File: src/rtl/pcon_pkg.sv
package pcon_pkg;
  localparam int REG_W = 8;

  // bit positions (neighbours decode these)
  localparam int BIT_DBL  = 7;
  localparam int BIT_FE   = 6;
  localparam int BIT_RSVD = 5;
  localparam int BIT_COLD = 4;
  localparam int BIT_UF1  = 3;
  localparam int BIT_UF0  = 2;
  localparam int BIT_PDN  = 1;
  localparam int BIT_IDL  = 0;

  typedef enum logic [2:0] {
    K_PLAIN,
    K_COLD,
    K_IDLE,
    K_PDOWN,
    K_RSVD
  } bit_kind_e;

  function automatic bit_kind_e bit_kind(input int idx);
    case (idx)
      BIT_RSVD: return K_RSVD;
      BIT_COLD: return K_COLD;
      BIT_IDL:  return K_IDLE;
      BIT_PDN:  return K_PDOWN;
      default:  return K_PLAIN;
    endcase
  endfunction
endpackage

File: src/rtl/pcon_addr_match.sv
module pcon_addr_match #(
  parameter int          ADDR_W = 8,
  parameter logic [7:0]  MATCH  = 8'h87
) (
  input  logic [ADDR_W-1:0] addr_i,
  input  logic              we_i,
  output logic              hit_o,
  output logic              wr_hit_o
);
  localparam logic [ADDR_W-1:0] MATCH_W = ADDR_W'(MATCH);

  always_comb begin
    hit_o    = (addr_i == MATCH_W);
    wr_hit_o = hit_o && we_i;
  end
endmodule

File: src/rtl/pcon_bits.sv
module pcon_bits
  import pcon_pkg::*;
#(
  parameter int DATA_W = REG_W
) (
  input  logic              clk,
  input  logic              por_i,
  input  logic              wrst_i,
  input  logic              wr_en_i,
  input  logic [DATA_W-1:0] wdata_i,
  input  logic              irq_i,
  output logic [DATA_W-1:0] q_o
);
  for (genvar i = 0; i < DATA_W; i++) begin : g_bit
    localparam bit_kind_e KIND = bit_kind(i);
    if (KIND == K_RSVD) begin : g_rsvd
      logic unused_rsvd;
      assign unused_rsvd = wdata_i[i];
      assign q_o[i]      = 1'b0;
    end else begin : g_ff
      logic q_r;
      always_ff @(posedge clk) begin
        if (por_i) begin
          q_r <= (KIND == K_COLD);
        end else if (wrst_i) begin
          if (KIND != K_COLD) q_r <= 1'b0;
        end else if (KIND == K_IDLE && irq_i) begin
          q_r <= 1'b0;
        end else if (wr_en_i) begin
          q_r <= wdata_i[i];
        end
      end
      assign q_o[i] = q_r;
    end
  end

  // a warm reset keeps the cold-start flag
  assert_cold_kept_R4: assert property (@(posedge clk) disable iff (por_i)
    wrst_i |=> (q_o[BIT_COLD] == $past(q_o[BIT_COLD])));

  // an interrupt clears idle
  assert_irq_clears_idle_R7: assert property (@(posedge clk) disable iff (por_i)
    irq_i |=> !q_o[BIT_IDL]);

  // a warm reset clears the working bits
  assert_warm_clears_R10: assert property (@(posedge clk) disable iff (por_i)
    wrst_i |=> (q_o[BIT_DBL] == 1'b0 && q_o[BIT_FE] == 1'b0 &&
                q_o[BIT_UF1] == 1'b0 && q_o[BIT_UF0] == 1'b0 &&
                q_o[BIT_PDN] == 1'b0));
endmodule

File: src/rtl/pcon_rd_port.sv
module pcon_rd_port #(
  parameter int DATA_W = 8
) (
  input  logic              clk,
  input  logic              por_i,
  input  logic              hit_i,
  input  logic [DATA_W-1:0] reg_i,
  output logic [DATA_W-1:0] rdata_o
);
  always_ff @(posedge clk) begin
    if (por_i)      rdata_o <= '0;
    else if (hit_i) rdata_o <= reg_i;
    else            rdata_o <= '0;
  end

  // reads away from the register address return zero
  assert_miss_reads_zero_R2: assert property (@(posedge clk) disable iff (por_i)
    !hit_i |=> (rdata_o == '0));
endmodule

File: src/rtl/pwr_ctl_reg.sv
module pwr_ctl_reg
  import pcon_pkg::*;
#(
  parameter int         ADDR_W   = 8,
  parameter logic [7:0] REG_ADDR = 8'h87
) (
  input  logic              clk,
  input  logic              por_i,
  input  logic              wrst_i,
  input  logic [ADDR_W-1:0] sfr_addr_i,
  input  logic              sfr_we_i,
  input  logic [REG_W-1:0]  sfr_wdata_i,
  output logic [REG_W-1:0]  sfr_rdata_o,
  input  logic              irq_i,
  output logic              idle_en_o,
  output logic              pdown_en_o,
  output logic              dbl_baud_o,
  output logic              fe_sel_o
);
  logic             hit;
  logic             wr_hit;
  logic [REG_W-1:0] reg_q;

  pcon_addr_match #(.ADDR_W(ADDR_W), .MATCH(REG_ADDR)) u_match (
    .addr_i   (sfr_addr_i),
    .we_i     (sfr_we_i),
    .hit_o    (hit),
    .wr_hit_o (wr_hit)
  );

  pcon_bits #(.DATA_W(REG_W)) u_bits (
    .clk     (clk),
    .por_i   (por_i),
    .wrst_i  (wrst_i),
    .wr_en_i (wr_hit),
    .wdata_i (sfr_wdata_i),
    .irq_i   (irq_i),
    .q_o     (reg_q)
  );

  pcon_rd_port #(.DATA_W(REG_W)) u_rd (
    .clk     (clk),
    .por_i   (por_i),
    .hit_i   (hit),
    .reg_i   (reg_q),
    .rdata_o (sfr_rdata_o)
  );

  assign idle_en_o  = reg_q[BIT_IDL];
  assign pdown_en_o = reg_q[BIT_PDN];
  assign dbl_baud_o = reg_q[BIT_DBL];
  assign fe_sel_o   = reg_q[BIT_FE];

  // a power-on reset leaves only the cold-start flag set
  assert_por_state_R1: assert property (@(posedge clk) disable iff (wrst_i)
    por_i |=> (sfr_rdata_o == 8'h00 && !idle_en_o && !pdown_en_o &&
               !dbl_baud_o && !fe_sel_o));

  // an interrupt does not clear power-down
  assert_irq_keeps_pd_R6: assert property (@(posedge clk) disable iff (por_i || wrst_i)
    (irq_i && !wr_hit && pdown_en_o) |=> pdown_en_o);

  // interrupt beats a simultaneous idle write
  assert_irq_beats_write_R8: assert property (@(posedge clk) disable iff (por_i)
    (wr_hit && sfr_wdata_i[BIT_IDL] && irq_i) |=> !idle_en_o);

  // mode pins hold without a write or reset
  assert_pins_hold_R11: assert property (@(posedge clk) disable iff (por_i || wrst_i)
    !wr_hit |=> ($stable(dbl_baud_o) && $stable(fe_sel_o)));
endmodule

File: config.mk
export PLATFORM = sky130hd
export DESIGN_NAME = pwr_ctl_reg
export DESIGN_NICKNAME = d
export VERILOG_FILES = /design/src/rtl/pcon_pkg.sv /design/src/rtl/pcon_addr_match.sv /design/src/rtl/pcon_bits.sv /design/src/rtl/pcon_rd_port.sv /design/src/rtl/pwr_ctl_reg.sv
export SDC_FILE = /design/constraint.sdc
export NUM_CORES = 1
export LEC_CHECK = 0
export BUFFER_PORTS_ARGS = -buffer_cell sky130_fd_sc_hd__buf_2
export CAP_MARGIN = 20
export CORE_UTILIZATION = 44
export DETAILED_ROUTE_END_ITERATION = 12
export GPL_TIMING_DRIVEN = 0
export PLACE_DENSITY = 0.8
export SLEW_MARGIN = 20
export SYNTH_ARGS = -nofsm -noshare
export SYNTH_HDL_FRONTEND = slang
export SYNTH_SLANG_ARGS = --single-unit
File: constraint.sdc
create_clock -name clk -period 3.1 [get_ports clk]
set_input_delay 0.62 -clock clk [delete_from_list [all_inputs] [get_ports clk]]
set_output_delay 0.62 -clock clk [all_outputs]
set_load 0.02 [all_outputs]
==> impl_metrics.toml, run 1 <==
[timing]
tns_ns = 0
finClkSkew_ns = 0.00334
clock.fmax_mhz = 620
slew_violations = 0
finalCritPeriodShare_pct = 52.0
worst_pin_slew_ns = 0.510
max-slew-margin-rel_pct = 65.9
hold_viol_final = 0
rsz0062_at_grt = "no"
setup_violations = 0
fin_crit_ns = 1.61

[cts]
cts_tree = "built"
numCtsBuffers = 3
post_cts_resized = 0
postCtsHoldBufs = 0
clk_latency_ns = 0.27
cts.path.max_buffers = 2
post_cts_buffers = 0
cts_max_level = 1
clockRootBuffer = "clkbuf_4"
cts.sinks = 14
cts.clk_slew.worst_paths_ns = 0.08

[cells_and_area]
layout_commonest_cell = "buf_2"
layout.cells.most_common_list = "buf_2, dfxtp_1, and2_1"
n_antenna_cell = 0
fillers = 92
final_util_pct = 68.1
synthToLayoutAreaGrowth_pct = 34.4
fin_nets = 110
layout-drive-gt1-share_pct = 45.5

[worst_setup_path]
arrival_ns = 1.76
cp-startpoint = "sfr_addr_i[5]"
r2r-start = "u_bits.g_bit[0].g_ff.q_r"
r2r_setup_slack_ns = 2.12
cp_slowest_cell = "nor4b_2"
critPathKind = "in2reg"
path_max_fanout = 6
cp_cell_sequence = "buf_2 -> nor4b_2 -> nand4_1 -> a2111oi_1"
reg2regPathDepth = 2
cp-end-kind = "register"
critical_path_required_ns = 3.25
startpoint_type = "input pin"
r2r_end = "u_bits.g_bit[0].g_ff.q_r"
max_stage_delay_ns = 0.50

[die]
core_area_um2 = 1170
die_w_um = 38.7
row_count = 12
io-pin-count = 33
dieHeight_um = 38.7
dieArea_um2 = 1500
initial_core_util_pct = 50.6

[synthesis]
syn-instance-count = 54
synth_top_area_cell = "dfxtp_1"
yosysSeqAreaShare_pct = 47.3
ys.warnings.count = 0
syn_area_per_cell_um2 = 11.0
netlist-cell-type-count = 19
syn_nets = 75
synthTopCellsByArea = "dfxtp_1, o31ai_1, and2_1, a21boi_1, nand4_1"
synth_top_area_share_pct = 47.3
ys_ff_latch = 14
synth_area_um2 = 593

[global_routing]
track_usage_pct = 18.0
grt_pass1_vias = 475
grt_start_max_net_pins = 9
grt.overflow.total = 0
antenna_found_initial = 0
grt_pass1_wl_mm = 1.84

[detailed_routing]
drt_iter0_markers = 16
drcViolationCount = 0
via_count = 545
routed_wl_mm = 1.20
avgRoutedWirePerCell_um = 11.8
post_drt_via_cell_ratio = 5.34
dr.pass1.iters = 4
ant_nets = 0

[job]
maxCapViolations = 0

[placement]
hpwl_um = 953
place_congestion = 0.779
portBuffers = 30

[pwr]
ir_drop_mv = 0.218
leakage_nw = 0.359
power_density_nw_per_um2 = 419

[run_status]
status = "finished, final reports clean"

[hold_path]
hp-start = "u_bits.g_bit[2].g_ff.q_r"
whs_path_depth = 1
whs_endpoint = "u_rd.rdata_o[2]"
hold_class = "reg2reg"
-- stage by stage --
step	power [mW]	hold slack, ns	cells	cell area, um^2	worst slack (ns)
floorplan	0.195	0.430	54	593	1.39
global placement	0.212	0.440	98	761	1.24
detailed placement	0.212	0.441	98	761	1.18
CTS	0.336	0.460	102	797	1.46
global route	0.348	0.478	102	797	1.41
finish	0.334	0.457	102	797	1.49
-- routing by layer --
| layer | share of wire [%] | vias to the layer above | track usage (%) | wire length (um) |
|---|---|---|---|---|
| met5 | 0 | - | 0 | 0 |
| met4 | 1.0 | 0 | 9.48 | 12 |
| met3 | 8.7 | 2 | 5.20 | 105 |
| met2 | 52 | 40 | 31.7 | 627 |
| met1 | 38 | 233 | 19.1 | 459 |
| li1 | - | 270 | - | - |
-- how the worst max path moves through the flow --
| stage | endpoint | slack (ns) | cells past startpoint |
|---|---|---|---|
| after global placement | u_rd.rdata_o[0] | 1.24 | 5 |
| after detailed placement | u_bits.g_bit[0].g_ff.q_r | 1.18 | 4 |
| final | u_bits.g_bit[0].g_ff.q_r | 1.49 | 4 |
| after CTS | u_bits.g_bit[0].g_ff.q_r | 1.46 | 4 |
| after floorplan | u_bits.g_bit[0].g_ff.q_r | 1.39 | 4 |
| after global routing | u_bits.g_bit[0].g_ff.q_r | 1.41 | 4 |
-- critical path, delay by kind of cell --
kind                   cells  cell delay, ns
AO/OA/AOI/OAI              1            0.38
buffers and inverters      1            0.11
AND/OR/NAND/NOR            2            0.65
-- power breakdown --
group          internal (mW)  switching, mW  leakage, nW
Clock                 0.0713         0.0542       0.0210
Combinational         0.0134         0.0151        0.226
Sequential             0.180      0.0000245        0.113
Total                  0.264         0.0694        0.359
-- cell families after synthesis --
family                 synth area share (%)
AOI/OAI and AO/OA                      15.6
buffers and inverters                  4.43
DFF                                    47.3
muxes                                  1.69
other                                 0.632
and+or+nand+nor                        30.4
-- flip-flops by register name, indices dropped and copies added, names as in the netlist --
signal / cells
u_bits.g_bit.g_ff.q_r: 7
u_rd.rdata_o: 7
-- cell type report --
class / count / area, um^2 / share of cell area [%]
Inverter: 1 / 3.75 / 0.471
Tap cell: 14 / 17.5 / 2.20
Timing Repair Buffer: 30 / 150 / 18.8
Buffer: 3 / 22.5 / 2.83
Multi-Input combinational cell: 36 / 287 / 35.9
Sequential cell: 14 / 280 / 35.2
Clock buffer: 4 / 36.3 / 4.55
-- synth_stat cells (all sizes together) --
cell / instances
and2: 7
nor3: 1
nor4b: 1
conb: 1
nand4: 6
a2111oi: 1
nor4: 1
dfxtp: 14
mux2i: 1
nor2: 3
and4b: 1
nand4b: 1
inv: 1
buf: 3
a21boi: 5
o31ai: 6
or4b: 1
Note: power is estimated with default switching activity, not from simulation.
==> run 2, diff against run 1 <==
--- a/config.mk
+++ b/config.mk
@@ -7,10 +7,10 @@
 export LEC_CHECK = 0
 export BUFFER_PORTS_ARGS = -buffer_cell sky130_fd_sc_hd__buf_2
 export CAP_MARGIN = 20
-export CORE_UTILIZATION = 44
+export CORE_UTILIZATION = 37
 export DETAILED_ROUTE_END_ITERATION = 12
 export GPL_TIMING_DRIVEN = 0
-export PLACE_DENSITY = 0.8
+export PLACE_DENSITY = 0.71
 export SLEW_MARGIN = 20
 export SYNTH_ARGS = -nofsm -noshare
 export SYNTH_HDL_FRONTEND = slang
==> constraint.sdc (replaced) <==
create_clock -name clk -period 1.35 [get_ports clk]
set_input_delay 0.27 -clock clk [delete_from_list [all_inputs] [get_ports clk]]
set_output_delay 0.27 -clock clk [all_outputs]
set_load 0.02 [all_outputs]
==> run 2 against run 1 <==
Against the previous run: final area grew 0.31%; final cell count grew 0.98%; non-clock buffer count is the same; global-route usage shrank 2.7 points; sequential power grew 130%; clock skew grew 0.00060 ns; worst hold slack lost 0.31 ns; first-iteration DRC count grew 38%; clock power grew 82%; via count shrank 1.7%; critical endpoint is now u_bits.g_bit[4].g_ff.q_r.
==> impl_metrics.toml, run 2 (same netlist as run 1, synthesis figures left out) <==
[worst_setup_path]
cp_slowest_cell = "or4b_1"
endpoint = "u_bits.g_bit[4].g_ff.q_r"
r2r_setup_slack_ns = 0.45
r2r-start = "u_bits.g_bit[0].g_ff.q_r"
startpoint_type = "input pin"
cp-startpoint = "sfr_addr_i[5]"
cp-end-kind = "register"
critical_path_required_ns = 1.55
arrival_ns = 1.47
r2r_end = "u_bits.g_bit[0].g_ff.q_r"
path_max_fanout = 8
cp_cell_sequence = "buf_2 -> or4b_1 -> buf_6 -> nor4_4 -> mux2i_1"
max_stage_delay_ns = 0.53
reg2regPathDepth = 2
critPathKind = "in2reg"

[placement]
hpwl_mm = 1.02
portBuffers = 30
pre_cts_ws_ns = -0.228
placedCellCount = 100
place_congestion = 0.701

[cells_and_area]
n_antenna_cell = 0
fin_cells = 103
fin_nets = 110
synthToLayoutAreaGrowth_pct = 34.8
fillers = 145
layout.cells.most_common_list = "buf_2, dfxtp_1, and2_1"
layout_commonest_cell = "buf_2"
largest_registers = "u_bits.g_bit.g_ff.q_r (7), u_rd.rdata_o (7)"
layout-drive-gt1-share_pct = 46.0

[global_routing]
grt_pass1_wl_mm = 2.05
track_usage_pct = 15.3
grt.overflow.total = 0
grt_pass1_vias = 498
antenna_found_initial = 0
grt_start_max_net_pins = 9

[die]
dieHeight_um = 42.0
die_w_um = 42.0
row_count = 14
io-pin-count = 33
initial_core_util_pct = 39.4
dieArea_um2 = 1770
core_area_um2 = 1510

[timing]
rsz0062_at_grt = "no"
hold_viol_final = 0
slew_violations = 0
fin_crit_ns = 1.27
finClkSkew_ns = 0.00395
hold_slack_ns = 0.149
finalCritPeriodShare_pct = 93.8
setup_violations = 0
clock.fmax_mhz = 790
setup_ws_ns = 0.0842

[job]
maxCapViolations = 0

[cts]
postCtsHoldBufs = 0
cts.path.max_buffers = 2
clockRootBuffer = "clkbuf_4"
cts_max_level = 1
post_cts_buffers = 0
cts.clk_slew.worst_paths_ns = 0.08
cts_tree = "built"
numCtsBuffers = 3
cts.sinks = 14
clk_latency_ns = 0.28

[pwr]
leakage_nw = 0.358
ir_drop_mv = 0.375
power_density_nw_per_um2 = 887

[detailed_routing]
post_drt_via_cell_ratio = 5.20
avgRoutedWirePerCell_um = 12.0
drt_iter0_markers = 22
via_count = 536
dr.pass1.iters = 4
drcViolationCount = 0
routed_wl_mm = 1.23
ant_nets = 0

[hold_path]
hold_class = "in2reg"
whs_path_depth = 2

[run_status]
status = "finished, final reports clean"
## run 2: cell count changes in the layout (fill, tap and decap cells not counted)
cell	change
clkbuf_8	-1
o31ai_2	+1
nor4b_2	-1
o31ai_1	-1
nor4b_4	+1
## run 2: critical path: cells and delay by family
kind / cells / cell delay (ns)
buf+inv: 2 / 0.28
simple gates: 2 / 0.67
mux: 1 / 0.24
## run 2: through the flow
| stage | area, um^2 | total power [mW] | util, % | TNS (ns) |
|---|---|---|---|---|
| after global placement | 763 | 0.487 | 50.7 | -2.07 |
| final | 800 | 0.709 | 53.1 | 0 |
| after CTS | 786 | 0.709 | 52.2 | 0 |
| after global routing | 800 | 0.736 | 53.1 | 0 |
| after floorplan | 593 | 0.448 | - | -0.00567 |
| after detailed placement | 763 | 0.488 | 50.7 | -2.44 |
## run 2: metal layers
| metal | vias up | global-route usage [%] | share of wire [%] |
|---|---|---|---|
| met5 | - | 0 | 0 |
| met4 | 0 | 9.38 | 3.2 |
| met3 | 5 | 2.59 | 7.5 |
| met2 | 27 | 25.9 | 45 |
| met1 | 234 | 17.9 | 45 |
| li1 | 270 | - | - |
## run 2: final cells by class
class	count	area (um^2)	share of cell area, %
Multi-Input combinational cell	36	300	37.6
Sequential cell	14	280	35.1
Timing Repair Buffer	30	150	18.8
Clock buffer	3	22.5	2.82
Buffer	3	22.5	2.82
Tap cell	16	20.0	2.50
Inverter	1	3.75	0.469
## run 2: how the worst min path moves through the flow
stage | end | slack, ns | startpoint
after floorplan | u_bits.g_bit[0].g_ff.q_r | 0.35 | irq_i
after global placement | u_bits.g_bit[0].g_ff.q_r | 0.44 | irq_i
after detailed placement | u_bits.g_bit[0].g_ff.q_r | 0.44 | irq_i
after CTS | u_bits.g_bit[0].g_ff.q_r | 0.15 | irq_i
after global routing | u_bits.g_bit[0].g_ff.q_r | 0.15 | irq_i
final | u_bits.g_bit[0].g_ff.q_r | 0.15 | irq_i
## run 2: report_power, final
group          switching [mW]  internal [mW]  leakage (nW)  total [mW]
Sequential          0.0000610          0.413         0.113       0.413
Clock                   0.124          0.103        0.0138       0.227
Combinational          0.0371         0.0321         0.231      0.0693
Total                   0.161          0.548         0.358       0.709
## run 2: what timing repair did
item,4_1_cts,5_1_grt
hold endpoints to repair,0,0
setup endpoints to repair,0,1
gates resized for setup,0,2
==> run 3, diff against run 2 <==
--- a/config.mk
+++ b/config.mk
@@ -7,6 +7,7 @@
 export LEC_CHECK = 0
 export BUFFER_PORTS_ARGS = -buffer_cell sky130_fd_sc_hd__buf_2
 export CAP_MARGIN = 20
+export CORE_MARGIN = 1.5
 export CORE_UTILIZATION = 37
 export DETAILED_ROUTE_END_ITERATION = 12
 export GPL_TIMING_DRIVEN = 0
==> run 3 against run 2 <==
Against the previous run: combinational power fell by 5.5%; sequential power barely moved; flip-flop and latch count did not move; critical path depth fell by 1; global-route usage fell by 1.7 points; clock power rose by 30%; final area did not move; utilization did not move; largest power group unchanged.
==> impl_metrics.toml, run 3 (same netlist as run 1, synthesis figures left out) <==
[timing]
worst_pin_slew_ns = 0.527
finClkSkew_ns = 0.00197
hold_viol_final = 0
setup_violations = 0
setup_ws_ns = 0.0881
fin_crit_ns = 1.26
hold_slack_ns = 0.144
tns_ns = 0
clock.fmax_mhz = 792
rsz0062_at_grt = "no"
finalCritPeriodShare_pct = 93.5
max-slew-margin-rel_pct = 64.7
slew_violations = 0

[worst_setup_path]
r2r-start = "u_bits.g_bit[0].g_ff.q_r"
cp-end-kind = "register"
critPathKind = "in2reg"
r2r_end = "u_bits.g_bit[0].g_ff.q_r"
arrival_ns = 1.43
startpoint_type = "input pin"
reg2regPathDepth = 2
cp-startpoint = "sfr_addr_i[5]"
r2r_setup_slack_ns = 0.51
critical_path_required_ns = 1.52
endpoint = "u_bits.g_bit[0].g_ff.q_r"
path_max_fanout = 6

[global_routing]
grt_pass1_vias = 490
track_usage_pct = 13.6
grt.overflow.total = 0
grt_use_met2_pct = 24.2
met3_usage_pct = 1.28
grt_pass1_wl_mm = 1.85
grt_start_max_net_pins = 9
antenna_found_initial = 0
grt.busiest_layer = "met2"
use_met1_pct = 14.2

[cts]
post_cts_resized = 0
clk_latency_ns = 0.27
clockRootBuffer = "clkbuf_4"
numCtsBuffers = 3
cts_max_level = 1
cts.path.max_buffers = 2
postCtsHoldBufs = 0
post_cts_buffers = 0
cts_tree = "built"
cts.clk_slew.worst_paths_ns = 0.08
cts.sinks = 14

[die]
io-pin-count = 33
dieHeight_um = 43.0
core_area_um2 = 1510
dieArea_um2 = 1850
die_w_um = 43.0
initial_core_util_pct = 39.4
row_count = 14

[cells_and_area]
synthToLayoutAreaGrowth_pct = 34.8
largest_registers = "u_bits.g_bit.g_ff.q_r (7), u_rd.rdata_o (7)"
layout.cells.most_common_list = "buf_2, dfxtp_1, and2_1"
n_antenna_cell = 0
fillers = 155
layout_commonest_cell = "buf_2"
fin_nets = 110
fin_cells = 104
layout-drive-gt1-share_pct = 45.5

[pwr]
power_density_nw_per_um2 = 967
ir_drop_mv = 0.367
design_power_total_uw = 773
leakage_nw = 0.359

[placement]
portBuffers = 30
placedCellCount = 100
place_congestion = 0.768
pre_cts_ws_ns = -0.215
hpwl_um = 971

[hold_path]
whs_path_depth = 2
hold_class = "in2reg"

[detailed_routing]
routed_wl_mm = 1.18
post_drt_via_cell_ratio = 5.26
avgRoutedWirePerCell_um = 11.4
dr.pass1.iters = 4
drt_iter0_markers = 9
via_count = 547
ant_nets = 0
drcViolationCount = 0

[run_status]
status = "finished, final reports clean"

[job]
maxCapViolations = 0
## run 3: cell types whose count changed in the layout (fill, tap and decap cells not counted)
cell and change:
nor4b_2 +1, o31ai_1 +1, nor4b_4 -1, clkbuf_8 +1, o31ai_2 -1
## run 3: metrics by stage
step                utilization, %  instance area (um^2)
floorplan                        -                   593
global placement              50.7                   763
detailed placement            50.7                   763
CTS                           53.1                   800
global route                  53.1                   800
finish                        53.1                   800
## run 3: worst max-delay path, stage by stage
cell and delay [ns]:
buf_2 0.11, nor4b_2 0.52, nand4_1 0.16, a2111oi_1 0.37
## run 3: cell type report
class                           count  area [um^2]  area share (%)
Timing Repair Buffer               30          150            18.8
Multi-Input combinational cell     36          287            35.8
Buffer                              3         22.5            2.82
Clock buffer                        4         36.3            4.54
Tap cell                           16         20.0            2.50
Inverter                            1         3.75           0.469
Sequential cell                    14          280            35.1
## run 3: metal layers
layer  routed length (um)  part of all wire [%]  vias to the layer above
met4                   25                   2.1                        0
met5                    0                     0                        -
met3                   69                   5.8                        4
met1                  479                    40                      252
met2                  609                    51                       22
li1                     -                     -                      269
## run 3: where the power goes
group	internal, mW	total, mW	switching [mW]
Clock	0.164	0.295	0.131
Sequential	0.413	0.413	0.0000638
Combinational	0.0308	0.0655	0.0346
## run 3: how the worst min path moves through the flow
stage          startpoint                  endpoint  slack (ns)
2_1_floorplan       irq_i  u_bits.g_bit[0].g_ff.q_r        0.35
3_3_place_gp        irq_i  u_bits.g_bit[0].g_ff.q_r        0.44
3_5_place_dp        irq_i  u_bits.g_bit[0].g_ff.q_r        0.44
4_1_cts             irq_i  u_bits.g_bit[0].g_ff.q_r        0.14
5_1_grt             irq_i  u_bits.g_bit[0].g_ff.q_r        0.14
6_report            irq_i  u_bits.g_bit[0].g_ff.q_r        0.14
